## src/rtl/supmon_pkg.sv

```systemverilog
package supmon_pkg;
  // bit positions inside the register word
  localparam int unsigned FLAG_BIT = 0;
  localparam int unsigned EN_BIT   = 1;
  localparam int unsigned TRIP_BIT = 2;
  localparam int unsigned STAT_BIT = 3;

  typedef struct packed {
    logic trip;
    logic en;
  } supmon_ctrl_t;
endpackage

```

## src/rtl/supmon_sync.sv

```systemverilog
module supmon_sync #(
  parameter int unsigned STAGES   = 2,
  parameter logic        RST_VAL  = 1'b1
) (
  input  logic clk,
  input  logic rst_n,
  input  logic d_i,
  output logic q_o
);
  logic [STAGES-1:0] chain_q;
  logic [STAGES-1:0] chain_d;

  always_comb begin
    chain_d[0] = d_i;
    for (int i = 1; i < STAGES; i++) chain_d[i] = chain_q[i-1];
  end

  genvar g;
  generate
    for (g = 0; g < STAGES; g++) begin : g_stage
      always_ff @(posedge clk or negedge rst_n) begin
        if (!rst_n) chain_q[g] <= RST_VAL;
        else        chain_q[g] <= chain_d[g];
      end
    end
  endgenerate

  assign q_o = chain_q[STAGES-1];
endmodule

```

## src/rtl/supmon_ctrl.sv

```systemverilog
module supmon_ctrl
  import supmon_pkg::*;
#(
  parameter int unsigned DATA_W = 32
) (
  input  logic              clk,
  input  logic              rst_n,
  input  logic              wr_hit_i,
  input  logic [DATA_W-1:0] wdata_i,
  output supmon_ctrl_t      ctrl_o
);
  supmon_ctrl_t ctrl_q, ctrl_d;
  logic         ctrl_ce;

  always_comb begin
    ctrl_ce     = wr_hit_i;
    ctrl_d.en   = wdata_i[EN_BIT];
    ctrl_d.trip = wdata_i[TRIP_BIT];
  end

  always_ff @(posedge clk or negedge rst_n) begin
    if (!rst_n)       ctrl_q <= '0;
    else if (ctrl_ce) ctrl_q <= ctrl_d;
  end

  assign ctrl_o = ctrl_q;
endmodule

```

## src/rtl/supmon_flag.sv

```systemverilog
module supmon_flag (
  input  logic clk,
  input  logic rst_n,
  input  logic set_i,
  input  logic clr_req_i,
  input  logic ok_i,
  output logic flag_o
);
  logic flag_q, flag_d, flag_ce;

  // a hardware set wins over a clear in the same cycle
  always_comb begin
    flag_ce = set_i | (clr_req_i & ok_i);
    flag_d  = set_i;
  end

  always_ff @(posedge clk or negedge rst_n) begin
    if (!rst_n)       flag_q <= 1'b0;
    else if (flag_ce) flag_q <= flag_d;
  end

  assign flag_o = flag_q;
endmodule

```

## src/rtl/supmon_regblk.sv

```systemverilog
module supmon_regblk
  import supmon_pkg::*;
#(
  parameter int unsigned          ADDR_W      = 32,
  parameter int unsigned          DATA_W      = 32,
  parameter logic [ADDR_W-1:0]    REG_ADDR    = 32'hFFFF_0440,
  parameter int unsigned          SYNC_STAGES = 2
) (
  input  logic              clk,
  input  logic              rst_n,
  input  logic              cmp_async_i,
  input  logic [ADDR_W-1:0] bus_addr_i,
  input  logic              bus_we_i,
  input  logic [DATA_W-1:0] bus_wdata_i,
  output logic [DATA_W-1:0] bus_rdata_o,
  output logic              mon_en_o,
  output logic              trip_hi_o,
  input  logic              norm_mask_i,
  input  logic              fast_mask_i,
  output logic              norm_irq_o,
  output logic              fast_irq_o
);
  localparam int unsigned USED_BITS = STAT_BIT + 1;

  logic         addr_hit, wr_hit;
  logic         cmp_sync;
  logic         cmp_ok;
  logic         flag_q;
  logic         set_low;
  supmon_ctrl_t ctrl;

  assign addr_hit = (bus_addr_i == REG_ADDR);
  assign wr_hit   = bus_we_i & addr_hit;

  supmon_sync #(.STAGES(SYNC_STAGES), .RST_VAL(1'b1)) u_sync (
    .clk(clk), .rst_n(rst_n), .d_i(cmp_async_i), .q_o(cmp_sync)
  );

  supmon_ctrl #(.DATA_W(DATA_W)) u_ctrl (
    .clk(clk), .rst_n(rst_n), .wr_hit_i(wr_hit), .wdata_i(bus_wdata_i), .ctrl_o(ctrl)
  );

  // status reads healthy whenever the detector is off
  assign cmp_ok  = ~ctrl.en | cmp_sync;
  assign set_low = ctrl.en & ~cmp_sync;

  supmon_flag u_flag (
    .clk(clk), .rst_n(rst_n), .set_i(set_low),
    .clr_req_i(wr_hit & bus_wdata_i[FLAG_BIT]), .ok_i(cmp_ok), .flag_o(flag_q)
  );

  always_comb begin
    bus_rdata_o = '0;
    if (addr_hit) begin
      bus_rdata_o[FLAG_BIT] = flag_q;
      bus_rdata_o[EN_BIT]   = ctrl.en;
      bus_rdata_o[TRIP_BIT] = ctrl.trip;
      bus_rdata_o[STAT_BIT] = cmp_ok;
    end
  end

  assign mon_en_o   = ctrl.en;
  assign trip_hi_o  = ctrl.trip;
  assign norm_irq_o = flag_q & norm_mask_i;
  assign fast_irq_o = flag_q & fast_mask_i;

  initial begin
    if (DATA_W < USED_BITS) $error("DATA_W too small");
  end
endmodule

```

## config.mk

```make
export PLATFORM = sky130hd
export DESIGN_NAME = supmon_regblk
export DESIGN_NICKNAME = d
export VERILOG_FILES = /design/src/rtl/supmon_pkg.sv /design/src/rtl/supmon_sync.sv /design/src/rtl/supmon_ctrl.sv /design/src/rtl/supmon_flag.sv /design/src/rtl/supmon_regblk.sv
export SDC_FILE = /design/constraint.sdc
export NUM_CORES = 1
export LEC_CHECK = 0
export CELL_PAD_IN_SITES_DETAIL_PLACEMENT = 1
export CELL_PAD_IN_SITES_GLOBAL_PLACEMENT = 1
export CORE_MARGIN = 2
export CORE_UTILIZATION = 10
export DETAILED_ROUTE_END_ITERATION = 8
export PLACE_DENSITY_LB_ADDON = 0.1
export REMOVE_ABC_BUFFERS = 1
export SLEW_MARGIN = 5
export SYNTH_ARGS = -nofsm -noshare
export SYNTH_HDL_FRONTEND = slang
export SYNTH_SLANG_ARGS = --single-unit
```

## constraint.sdc

```tcl
create_clock -name clk -period 1.85 [get_ports clk]
set_input_delay 0.37 -clock clk [delete_from_list [all_inputs] [get_ports clk]]
set_output_delay 0.37 -clock clk [all_outputs]
set_load 0.05 [all_outputs]
```

# Word level (Yosys, flattened, before mapping)
# Index checks and enable logic that the tools add are counted.
# totals
register_bits,5
elab_cells,17
inputBits,70
# op_classes
muxes,1
bitwise,10
eq_ne,1
# ops
cell,count
== test 32 bit (second input constant),1
AND 1 bit,6
two-way mux 4 bit,1
inverter 1 bit,2
bitwise OR 1 bit,2

# Logic depth before layout (Yosys ltp)
# Gate-level depths: netlist (run 1).
# logic_depth
word_depth,5
mapped_depth,4

# Hierarchy
# From an unflattened synthesis (run 1), not the netlist that was laid out.
# unflattened
hier_cells,64
hier_area_um2,529.3
# modules_own_cells
mod,instances,cells_per_inst,area_each_um2
supmon_regblk,1,55,367.9
supmon_ctrl,1,4,72.6
supmon_sync,1,2,52.6
supmon_flag,1,3,36.3

# Worst setup path after synthesis (run 1)
# No wires, ideal clock.
# synth_path
path_kind,input-to-output
start,in bus_addr_i[7]
end,out bus_rdata_o[3]
setup_slack_ps,-162
t_arrival_ps,1642
cell_stages,3
path_cell_list,or4b_1 -> nor4_4 -> and3b_2
# synth_between
elab_chain_len,2
# synth_rtl
element,line_no,source
from (decl),supmon_regblk.sv:12,"input logic [ADDR_W-1:0] bus_addr_i,"
== test 32 bit,supmon_regblk.sv:32,assign addr_hit = (bus_addr_i == REG_ADDR);
two-way mux 4 bit,supmon_regblk.sv:54,if (addr_hit) begin
to (decl),supmon_regblk.sv:15,"output logic [DATA_W-1:0] bus_rdata_o,"
# No other way between the ends.

# Final worst setup path (run 1)
# layout_path
start,in bus_addr_i[2]
end,out bus_rdata_o[3]
# The elaborated chain is that of the path after synthesis.

==> flow_metrics.py, run 1 <==
metrics = {
    "outcome": {
        "status": "complete, but fails checks",
        "failed_checks": "negative setup slack",
    },
    "floorplanning": {
        "die_w_um": 78.5,
        "die_area_mm2": 0.00615,
        "die_y_um": 78.5,
        "coreArea_mm2": 0.00544,
        "start_util_pct": 10.2,
        "rows": 27,
        "io_pins": 106,
    },
    "logic_synthesis": {
        "synth_top_area_share_pct": 37.9,
        "synth_fa_ha_area_share_pct": 0,
        "synth_area_per_cell_um2": 9.90,
        "synth_commonest_cells": "28 x buf_4, 4 x nand4_1, 3 x and3_2, 3 x dfrtp_1",
        "synth_top_area_cell": "buf_4",
        "synth-main-ff-cell": "dfrtp_1",
        "synth-simple-area-share_pct": 33.0,
        "synth-xor-area-share_pct": 0,
        "ys_ff_latch": 5,
        "synth.distinct_cells": 16,
        "netlist_area_um2": 554,
        "synth_edf_count": 0,
        "synth_area_leaders": "buf_4 38%, dfrtp_1 14%, dfstp_2 9.5%, nor4_4 7.7%, nand4_1 4.5%",
        "synth_seq_area_share_pct": 23.0,
        "ys_async_sr_fraction_pct": 100,
        "synthCells": 56,
        "synthMostInstantiatedCell": "buf_4",
        "muxShareOfSynthArea_pct": 4.06,
        "yosys_warnings": 0,
        "synth-compound-area-share_pct": 1.35,
        "synth_top_family_by_area": "buffers and inverters",
    },
    "timing": {
        "fin_skew_ns": 0.00165,
        "period_share_pct": 113,
        "finalCriticalPeriod_ns": 2.09,
        "setup_viol": 4,
        "rsz0062_at_grt": "true",
        "worst_hold_slack_ns": 0.354,
        "setup_tns_ns": -0.903,
        "hold_viol": 0,
        "drv_slew": 0,
        "max_freq_ghz": 0.479,
        "layout_setup_ws_ns": -0.239,
    },
    "critical_path": {
        "timing.rr.start": "u_ctrl.ctrl_o[0]",
        "r2r-end": "u_flag.flag_o",
        "start_kind": "input port",
        "cp.arrival_ns": 1.72,
        "rr_worst_depth": 2,
        "cp-end-kind": "primary output",
        "cp_max_fo": 5,
        "worstSetupPathType": "input port to primary output",
        "crit_required_ns": 1.48,
        "reg2reg_setup_slack_ns": 1.02,
    },
    "global_routing": {
        "grt_use_met2_pct": 10.4,
        "grt_antenna_before_repair": 0,
        "grt_max_degree": 6,
        "grt-ovfl-total": 0,
        "grt_usage_pct": 5.99,
        "grt_pass1_vias": 586,
        "grt_use_met1_pct": 7.39,
        "grt_pass1_wl_um": 2930,
        "top_usage_layer": "met2",
        "grt_use_met3_pct": 1.38,
    },
    "cts": {
        "postCtsHoldBufs": 0,
        "cts_tree": "done",
        "clock_latency_ns": 0.22,
        "cts.path.max_buffers": 2,
        "cts_max_level": 1,
        "cts_buffers": 3,
        "root_buffer": "clkbuf_8",
        "clk_pin_slew_ns": 0.03,
        "clkSinkCount": 5,
    },
    "pwr": {
        "leakage_nw": 0.546,
        "powerDensity_mw_per_mm2": 454,
        "ir_worst_vdd_mv": 0.336,
    },
    "route": {
        "vias": 540,
        "via_per_inst": 2.95,
        "routed_wl_um": 1780,
        "drt_iter0_drc": 3,
        "dr.pass1.iters": 2,
        "drcViolationCount": 0,
        "wl_per_cell_um": 9.74,
        "ant_nets": 0,
    },
    "finish": {
        "final_cells": 183,
        "n_fill_cell": 647,
        "areaGrowthSynthToFinish_pct": 106,
        "final_util_pct": 21.0,
        "layout-drive-gt1-share_pct": 37.8,
        "antennaDiodeCount": 0,
        "fin_nets": 182,
        "final_area_mm2": 0.00114,
    },
    "place": {
        "placed_cells": 177,
        "numPortBuffers": 48,
        "place.gp.congestion": 0.651,
        "hpwl_um": 1600,
        "place_area_mm2": 0.00109,
    },
    "min_path": {
        "worstHoldPathCells": 0,
        "hp-start": "u_sync.chain_d[1]",
        "min_to": "u_sync.q_o",
        "min_path_type": "flip-flop to flip-flop",
    },
    "flow_run": {
        "drv_cap": 0,
    },
}
[placed cells by master, fill, tap and decap left out, drive strengths merged]
cell / n
nand3: 1
nor4: 2
and3b: 1
and3: 3
dfrtp: 3
nand4: 4
a21o: 1
dlygate4sd2: 16
buf: 16
conb: 28
and2: 2
clkbuf: 11
mux2: 2
or4b: 2
nand4bb: 2
clkdlybuf4s50: 12
dfstp: 2
clkdlybuf4s15: 1
nor2b: 1
or4: 1
[critical path, cell delays in order]
cell and delay (ns):
clkbuf_2 0.08, or4_4 0.53, nor4_4 0.21, buf_4 0.18, and3b_2 0.21, buf_12 0.13
[layout make-up]
type	count	area, µm²	share of cell area, %
timing repair buffer	52	497	43.4
multi-input combinational	50	384	33.6
clock buffer	4	45.0	3.94
sequential	5	128	11.2
tap	72	90.1	7.88
[how the worst max path moves through the flow]
stage	start	endpoint	slack (ns)	cells after the start
floorplan	bus_addr_i[7]	bus_rdata_o[3]	-0.16	3
global placement	bus_addr_i[2]	bus_rdata_o[0]	-0.69	5
detailed placement	bus_addr_i[2]	bus_rdata_o[0]	-0.69	5
CTS	bus_addr_i[13]	bus_rdata_o[3]	-0.27	6
global route	bus_addr_i[2]	bus_rdata_o[3]	-0.32	6
finish	bus_addr_i[2]	bus_rdata_o[3]	-0.24	6
[power by group]
part           internal (mW)  leakage [nW]  switching [mW]
combinational         0.0593         0.460           0.146
clock                  0.148        0.0228          0.0515
sequential             0.114        0.0630        0.000588
total                  0.321         0.546           0.198
[repair_timing]
action	CTS	global route
endpoints found under the hold margin	0	0
resized for setup	50	12
setup buffers	2	0
gates cloned	0	0
pin swaps	13	7
endpoints found under the setup margin	7	6
[logic make-up after synthesis]
kind of cell           Yosys count
buffers and inverters           28
AND/OR/NAND/NOR                 19
multiplexers                     2
flip-flops                       5
other                            1
AO/OA/AOI/OAI                    1
[per-stage QoR]
step                      worst slack [ns]  power [mW]
after floorplan                     -0.162       0.246
after global placement              -0.691       0.333
after detailed placement            -0.693       0.334
after CTS                           -0.266       0.527
final                               -0.239       0.519
after global routing                -0.320       0.541
[state kept, by name (all words and copies together) (netlist names)]
signal,count
u_sync.q_o,1
u_flag.flag_o,1
u_sync.chain_d,1
u_ctrl.ctrl_o,2
[routing by layer]
| layer | up-vias | part of all wire [%] |
|---|---|---|
| met4 | 0 | 0.95 |
| met1 | 243 | 38 |
| met2 | 43 | 52 |
| met5 | - | 0 |
| met3 | 2 | 8.9 |
| li1 | 252 | - |
Note: power is estimated with default switching activity, not from simulation.
==> run 2: changes to the inputs <==
--- a/config.mk
+++ b/config.mk
@@ -7,7 +7,7 @@
 export LEC_CHECK = 0
 export CELL_PAD_IN_SITES_DETAIL_PLACEMENT = 1
 export CELL_PAD_IN_SITES_GLOBAL_PLACEMENT = 1
-export CORE_MARGIN = 2
+export CORE_MARGIN = 1.5
 export CORE_UTILIZATION = 10
 export DETAILED_ROUTE_END_ITERATION = 8
 export PLACE_DENSITY_LB_ADDON = 0.1
==> constraint.sdc (replaced) <==
create_clock -name clk -period 1.9 [get_ports clk]
set_input_delay 0.38 -clock clk [delete_from_list [all_inputs] [get_ports clk]]
set_output_delay 0.38 -clock clk [all_outputs]
set_load 0.05 [all_outputs]
==> run 2 against run 1 <==
Compared with the run above:
- the flow still finishes with violations (negative setup slack)
- worst setup slack improved by 0.012 ns
- register-to-register slack improved by 0.06 ns
- via count grew 0.37%
- largest cell class unchanged
- sequential share of layout area is essentially flat
- wire length rose by 3.4%
- utilization is 0.71 points higher
- combinational power shrank 3%
- final area fell by 0.44%
- global-route usage is 0.19 points lower
- flip-flop and latch count is the same
- sequential power barely moved
- clock power about the same
==> flow_metrics.py, run 2 (same netlist as run 1, synthesis figures left out) <==
metrics = {
    "outcome": {
        "status": "complete, but fails checks",
        "failed_checks": "negative setup slack",
    },
    "finish": {
        "layout_common_cells": "28 x conb_1, 17 x dlygate4sd2_1, 8 x clkdlybuf4s50_1, 6 x buf_12",
        "layout-drive-gt1-share_pct": 34.5,
        "antennaDiodeCount": 0,
        "areaGrowthSynthToFinish_pct": 105,
        "final_area_mm2": 0.00114,
        "fin_nets": 181,
        "n_fill_cell": 633,
        "layout_commonest_cell": "conb_1",
        "largest_reg_flops": 2,
    },
    "global_routing": {
        "grt_pass1_vias": 574,
        "grt-ovfl-total": 0,
        "grt_usage_pct": 5.80,
        "grt_pass1_wl_um": 2680,
        "grt_antenna_before_repair": 0,
        "grt_max_degree": 6,
    },
    "floorplanning": {
        "rows": 26,
        "die_area_mm2": 0.00600,
        "die_w_um": 77.5,
        "io_pins": 106,
        "die_y_um": 77.5,
        "start_util_pct": 10.6,
        "coreArea_mm2": 0.00524,
    },
    "critical_path": {
        "reg2reg_setup_slack_ns": 1.08,
        "critPathMaxStageDelay_ns": 0.54,
        "worstSetupPathType": "input port to primary output",
        "cp_max_fo": 5,
        "cp-end-kind": "primary output",
        "rr_worst_depth": 1,
        "cp.arrival_ns": 1.75,
        "r2r-end": "u_ctrl.ctrl_o[0]",
        "crit_required_ns": 1.52,
        "worst-path-buf-inv": 3,
        "crit_family": "simple AND/OR/NAND/NOR gates",
        "cpMaxStageDelayCell": "or4b_4",
        "timing.rr.start": "u_ctrl.ctrl_o[0]",
        "path_cells": "buf_6 -> or4b_4 -> nor4_4 -> buf_4 -> and3b_2 -> buf_12",
        "cp-startpoint": "bus_addr_i[9]",
        "start_kind": "input port",
    },
    "timing": {
        "rsz0062_at_grt": "true",
        "layout_setup_ws_ns": -0.227,
        "fin_skew_ns": 0.000783,
        "period_share_pct": 112,
        "drv_slew": 0,
        "worst_hold_slack_ns": 0.355,
        "hold_viol": 0,
        "max_freq_ghz": 0.470,
        "setup_tns_ns": -0.844,
        "finalCriticalPeriod_ns": 2.13,
        "setup_viol": 4,
    },
    "route": {
        "vias": 542,
        "wl_per_cell_um": 10.2,
        "dr.pass1.iters": 2,
        "drcViolationCount": 0,
        "via_per_inst": 3.01,
        "drt_iter0_drc": 1,
        "routed_wl_um": 1840,
        "ant_nets": 0,
    },
    "min_path": {
        "worstHoldPathCells": 0,
        "hp-start": "u_sync.chain_d[1]",
        "min_to": "u_sync.q_o",
        "min_path_type": "flip-flop to flip-flop",
    },
    "cts": {
        "clk_pin_slew_ns": 0.03,
        "clock_latency_ns": 0.22,
        "root_buffer": "clkbuf_8",
        "cts_tree": "done",
        "cts_buffers": 3,
        "cts.path.max_buffers": 2,
        "clkSinkCount": 5,
        "cts_max_level": 1,
    },
    "place": {
        "hpwl_um": 1660,
        "numPortBuffers": 48,
        "place_area_mm2": 0.00109,
        "place.gp.congestion": 0.694,
    },
    "flow_run": {
        "drv_cap": 0,
    },
    "pwr": {
        "seqPwrFrac_pct": 22.0,
        "powerDensity_mw_per_mm2": 445,
        "p_int_mw": 0.313,
        "ir_worst_vdd_mv": 0.304,
        "leakage_nw": 0.574,
        "power_frac_clock_pct": 38.8,
        "switchingPower_mw": 0.194,
        "combPwrFrac_pct": 39.2,
        "sw_frac_of_total_pct": 38.3,
    },
}
==> run 2: how the worst max path moves through the flow <==
stage | to | slack [ns] | cells past startpoint
after floorplan | bus_rdata_o[3] | -0.13 | 3
after global placement | bus_rdata_o[2] | -0.59 | 5
after detailed placement | bus_rdata_o[2] | -0.60 | 6
after CTS | bus_rdata_o[3] | -0.25 | 6
after global routing | bus_rdata_o[3] | -0.28 | 6
final | bus_rdata_o[3] | -0.23 | 6
==> run 2: layout make-up <==
type                            instances  area, µm²  area share [%]
Timing Repair Buffer                   51        509            44.7
Multi-Input combinational cell         50        369            32.4
Sequential cell                         5        128            11.2
Tap cell                               70       87.6            7.69
Clock buffer                            4       45.0            3.96
==> run 2: metal layers <==
layer / wire length [µm] / global-route usage (%) / vias up / share of wire [%]
met5: 0 / 0 / - / 0
met4: 28 / 3.82 / 0 / 1.5
met3: 124 / 1.18 / 4 / 6.7
met2: 1110 / 10.9 / 30 / 60
met1: 580 / 5.72 / 260 / 31
li1: - / - / 248 / -
==> run 2: through the flow <==
stage          power [mW]  worst slack, ns  std cells  utilization [%]
2_1_floorplan       0.240           -0.132         55                -
3_3_place_gp        0.324           -0.592        176             20.8
3_5_place_dp        0.324           -0.595        176             20.8
4_1_cts             0.516           -0.248        180             21.8
5_1_grt             0.531           -0.282        180             21.7
6_report            0.507           -0.227        180             21.7
==> run 2: power groups by stage <==
stage               combinational (mW)  clock (mW)  sequential, mW
floorplan                        0.127           0           0.113
global placement                 0.211           0           0.113
detailed placement               0.212           0           0.113
CTS                              0.200       0.204           0.112
global route                     0.208       0.211           0.112
finish                           0.199       0.197           0.112
==> run 2: repair_timing <==
| action | in CTS | in global routing |
|---|---|---|
| setup buffers | 0 | 0 |
| setup endpoints to repair | 7 | 6 |
| hold buffers | 0 | 0 |
| pin swaps | 11 | 4 |
| endpoints found under the hold margin | 0 | 0 |
| gates resized for setup | 52 | 10 |
==> run 3: changes to the inputs <==
--- a/config.mk
+++ b/config.mk
@@ -5,12 +5,9 @@
 export SDC_FILE = /design/constraint.sdc
 export NUM_CORES = 1
 export LEC_CHECK = 0
-export CELL_PAD_IN_SITES_DETAIL_PLACEMENT = 1
-export CELL_PAD_IN_SITES_GLOBAL_PLACEMENT = 1
-export CORE_MARGIN = 1.5
-export CORE_UTILIZATION = 10
+export CORE_UTILIZATION = 19
 export DETAILED_ROUTE_END_ITERATION = 8
-export PLACE_DENSITY_LB_ADDON = 0.1
+export PLACE_DENSITY = 0.78
 export REMOVE_ABC_BUFFERS = 1
 export SLEW_MARGIN = 5
 export SYNTH_ARGS = -nofsm -noshare
==> constraint.sdc (replaced) <==
create_clock -name clk -period 2.4 [get_ports clk]
set_input_delay 0.48 -clock clk [delete_from_list [all_inputs] [get_ports clk]]
set_output_delay 0.48 -clock clk [all_outputs]
set_load 0.05 [all_outputs]
==> run 3 against run 2 <==
Compared with the run above:
- the run now ends clean
- combinational power shrank 18%
- via count grew 5.0%
- die area shrank 48%
- final cell count shrank 18%
- sequential share of layout area is essentially flat
- first-iteration DRC count grew to 8.0 times the previous value
- hold slack is essentially flat
- critical path depth is the same
- clock power shrank 52%
- wire length shrank 8.7%
- critical path type unchanged
- largest power group unchanged
==> flow_metrics.py, run 3 (same netlist as run 1, synthesis figures left out) <==
metrics = {
    "pwr": {
        "power_frac_clock_pct": 27.3,
        "sw_frac_of_total_pct": 41.5,
        "switchingPower_mw": 0.144,
        "seqPwrFrac_pct": 25.5,
        "leakage_nw": 0.581,
        "p_int_mw": 0.202,
        "power_mw": 0.346,
        "powerDensity_mw_per_mm2": 304,
        "ir_worst_vdd_mv": 0.245,
        "combPwrFrac_pct": 47.3,
    },
    "cts": {
        "clk_pin_slew_ns": 0.04,
        "clock_latency_ns": 0.24,
        "clkSinkCount": 5,
        "cts.path.max_buffers": 2,
        "root_buffer": "clkbuf_4",
        "cts_max_level": 1,
        "cts_tree": "done",
        "cts_buffers": 3,
    },
    "route": {
        "dr.pass1.iters": 2,
        "drcViolationCount": 0,
        "wl_per_cell_um": 11.4,
        "routed_wl_um": 1680,
        "drt_iter0_drc": 8,
        "vias": 569,
        "via_per_inst": 3.84,
        "ant_nets": 0,
    },
    "critical_path": {
        "worst-path-buf-inv": 3,
        "cp-startpoint": "bus_addr_i[7]",
        "start_kind": "input port",
        "rr_worst_depth": 2,
        "critPathMaxStageDelay_ns": 0.54,
        "cp.arrival_ns": 1.91,
        "timing.rr.start": "u_ctrl.ctrl_o[0]",
        "path_cells": "clkbuf_2 -> or4b_4 -> nor4_4 -> buf_4 -> and3b_2 -> buf_12",
        "cp_max_fo": 6,
        "cp.depth": 6,
        "crit_required_ns": 1.92,
        "cp-endpoint": "bus_rdata_o[3]",
        "worstSetupPathType": "input port to primary output",
        "cpMaxStageDelayCell": "or4b_4",
        "cp-end-kind": "primary output",
        "reg2reg_setup_slack_ns": 1.56,
        "crit_family": "simple AND/OR/NAND/NOR gates",
        "r2r-end": "u_flag.flag_o",
    },
    "finish": {
        "multi_input_area_um2": 369,
        "layout_common_cells": "28 x conb_1, 23 x clkdlybuf4s50_1, 10 x buf_4, 8 x clkbuf_2, 6 x buf_12",
        "layout_commonest_cell": "conb_1",
        "layout-drive-gt1-share_pct": 35.9,
        "seq_area_um2": 128,
        "areaGrowthSynthToFinish_pct": 105,
        "largest_reg_flops": 2,
        "antennaDiodeCount": 0,
        "final_cells": 148,
        "final_area_mm2": 0.00114,
        "fin_nets": 188,
        "n_fill_cell": 271,
    },
    "global_routing": {
        "grt_pass1_vias": 563,
        "grt_pass1_wl_um": 2480,
        "grt_antenna_before_repair": 0,
        "grt-ovfl-total": 0,
        "grt_max_degree": 7,
        "grt_usage_pct": 10.2,
    },
    "timing": {
        "period_share_pct": 99.4,
        "fin_skew_ns": 0.000451,
        "max_freq_ghz": 0.419,
        "hold_viol": 0,
        "rsz0062_at_grt": "true",
        "setup_viol": 0,
        "relSlewSlack_pct": 66.6,
        "drv_slew": 0,
        "layout_setup_ws_ns": 0.0139,
        "worstMarginPinSlew_ns": 0.499,
        "finalCriticalPeriod_ns": 2.39,
    },
    "floorplanning": {
        "die_area_mm2": 0.00314,
        "start_util_pct": 20.1,
        "coreArea_mm2": 0.00276,
        "io_pins": 106,
        "die_w_um": 56.0,
        "rows": 19,
        "die_y_um": 56.0,
    },
    "place": {
        "numPortBuffers": 48,
        "placed_cells": 134,
        "place.gp.congestion": 0.696,
        "place_area_mm2": 0.00102,
        "pre_cts_ws_ns": -0.340,
    },
    "outcome": {
        "status": "finished, final reports clean",
    },
    "flow_run": {
        "drv_cap": 0,
    },
    "min_path": {
        "min_path_type": "flip-flop to flip-flop",
    },
}
[run 3: cell count changes in the layout (fill, tap and decap cells not counted), sizes merged]
| cell | change |
|---|---|
| buf | -1 |
| clkbuf | +5 |
| clkdlybuf4s15 | +1 |
| clkdlybuf4s50 | +15 |
| dlygate4sd2 | -13 |
[run 3: worst min-delay path by stage]
stage	start	to	cells past startpoint
floorplan	rst_n	u_ctrl.ctrl_o[0]	0
global placement	u_sync.chain_d[1]	u_sync.q_o	0
detailed placement	u_sync.chain_d[1]	u_sync.q_o	0
CTS	u_sync.chain_d[1]	u_sync.q_o	0
global route	u_sync.chain_d[1]	u_sync.q_o	0
finish	u_sync.chain_d[1]	u_sync.q_o	0
[run 3: worst reg2reg max path: stages (launching register included)]
cell	delay (ns)
dfrtp_1	0.41
nor2b_1	0.16
a21o_1	0.16
[run 3: layout make-up]
class / instances / area share [%]
sequential: 5 / 11.2
tap: 31 / 3.41
multi-input combinational: 50 / 32.5
timing repair buffer: 58 / 50.6
clock buffer: 4 / 2.31
[run 3: timing repair]
| action | CTS | global route |
|---|---|---|
| buffers inserted | 8 | 2 |
| endpoints found under the setup margin | 4 | 6 |
| gates resized for setup | 27 | 19 |
| pin swaps | 7 | 10 |
| hold buffers | 0 | 0 |
[run 3: power by group through the flow]
stage	logic (mW)	registers [mW]	clock network, mW
detailed placement	0.168	0.0892	0
floorplan	0.101	0.0891	0
global route	0.170	0.0881	0.106
CTS	0.166	0.0881	0.101
finish	0.164	0.0881	0.0944
global placement	0.166	0.0891	0
[run 3: metrics by stage]
| stage | util (%) | setup TNS, ns | hold slack (ns) |
|---|---|---|---|
| after floorplan | - | 0 | 0.184 |
| after global placement | 37.2 | -1.28 | 0.346 |
| after detailed placement | 37.2 | -1.40 | 0.352 |
| after CTS | 41.5 | 0 | 0.356 |
| after global routing | 41.2 | -0.0765 | 0.359 |
| final | 41.2 | 0 | 0.355 |
[run 3: metal layers]
layer / GRT usage [%] / share of wire (%) / routed length [µm] / vias to the layer above
li1: - / - / - / 263
met1: 9.01 / 32 / 531 / 256
met2: 21.1 / 60 / 1010 / 50
met3: 3.95 / 8.5 / 143 / 0
met4: 2.09 / 0 / 0 / 0
met5: 0 / 0 / 0 / -
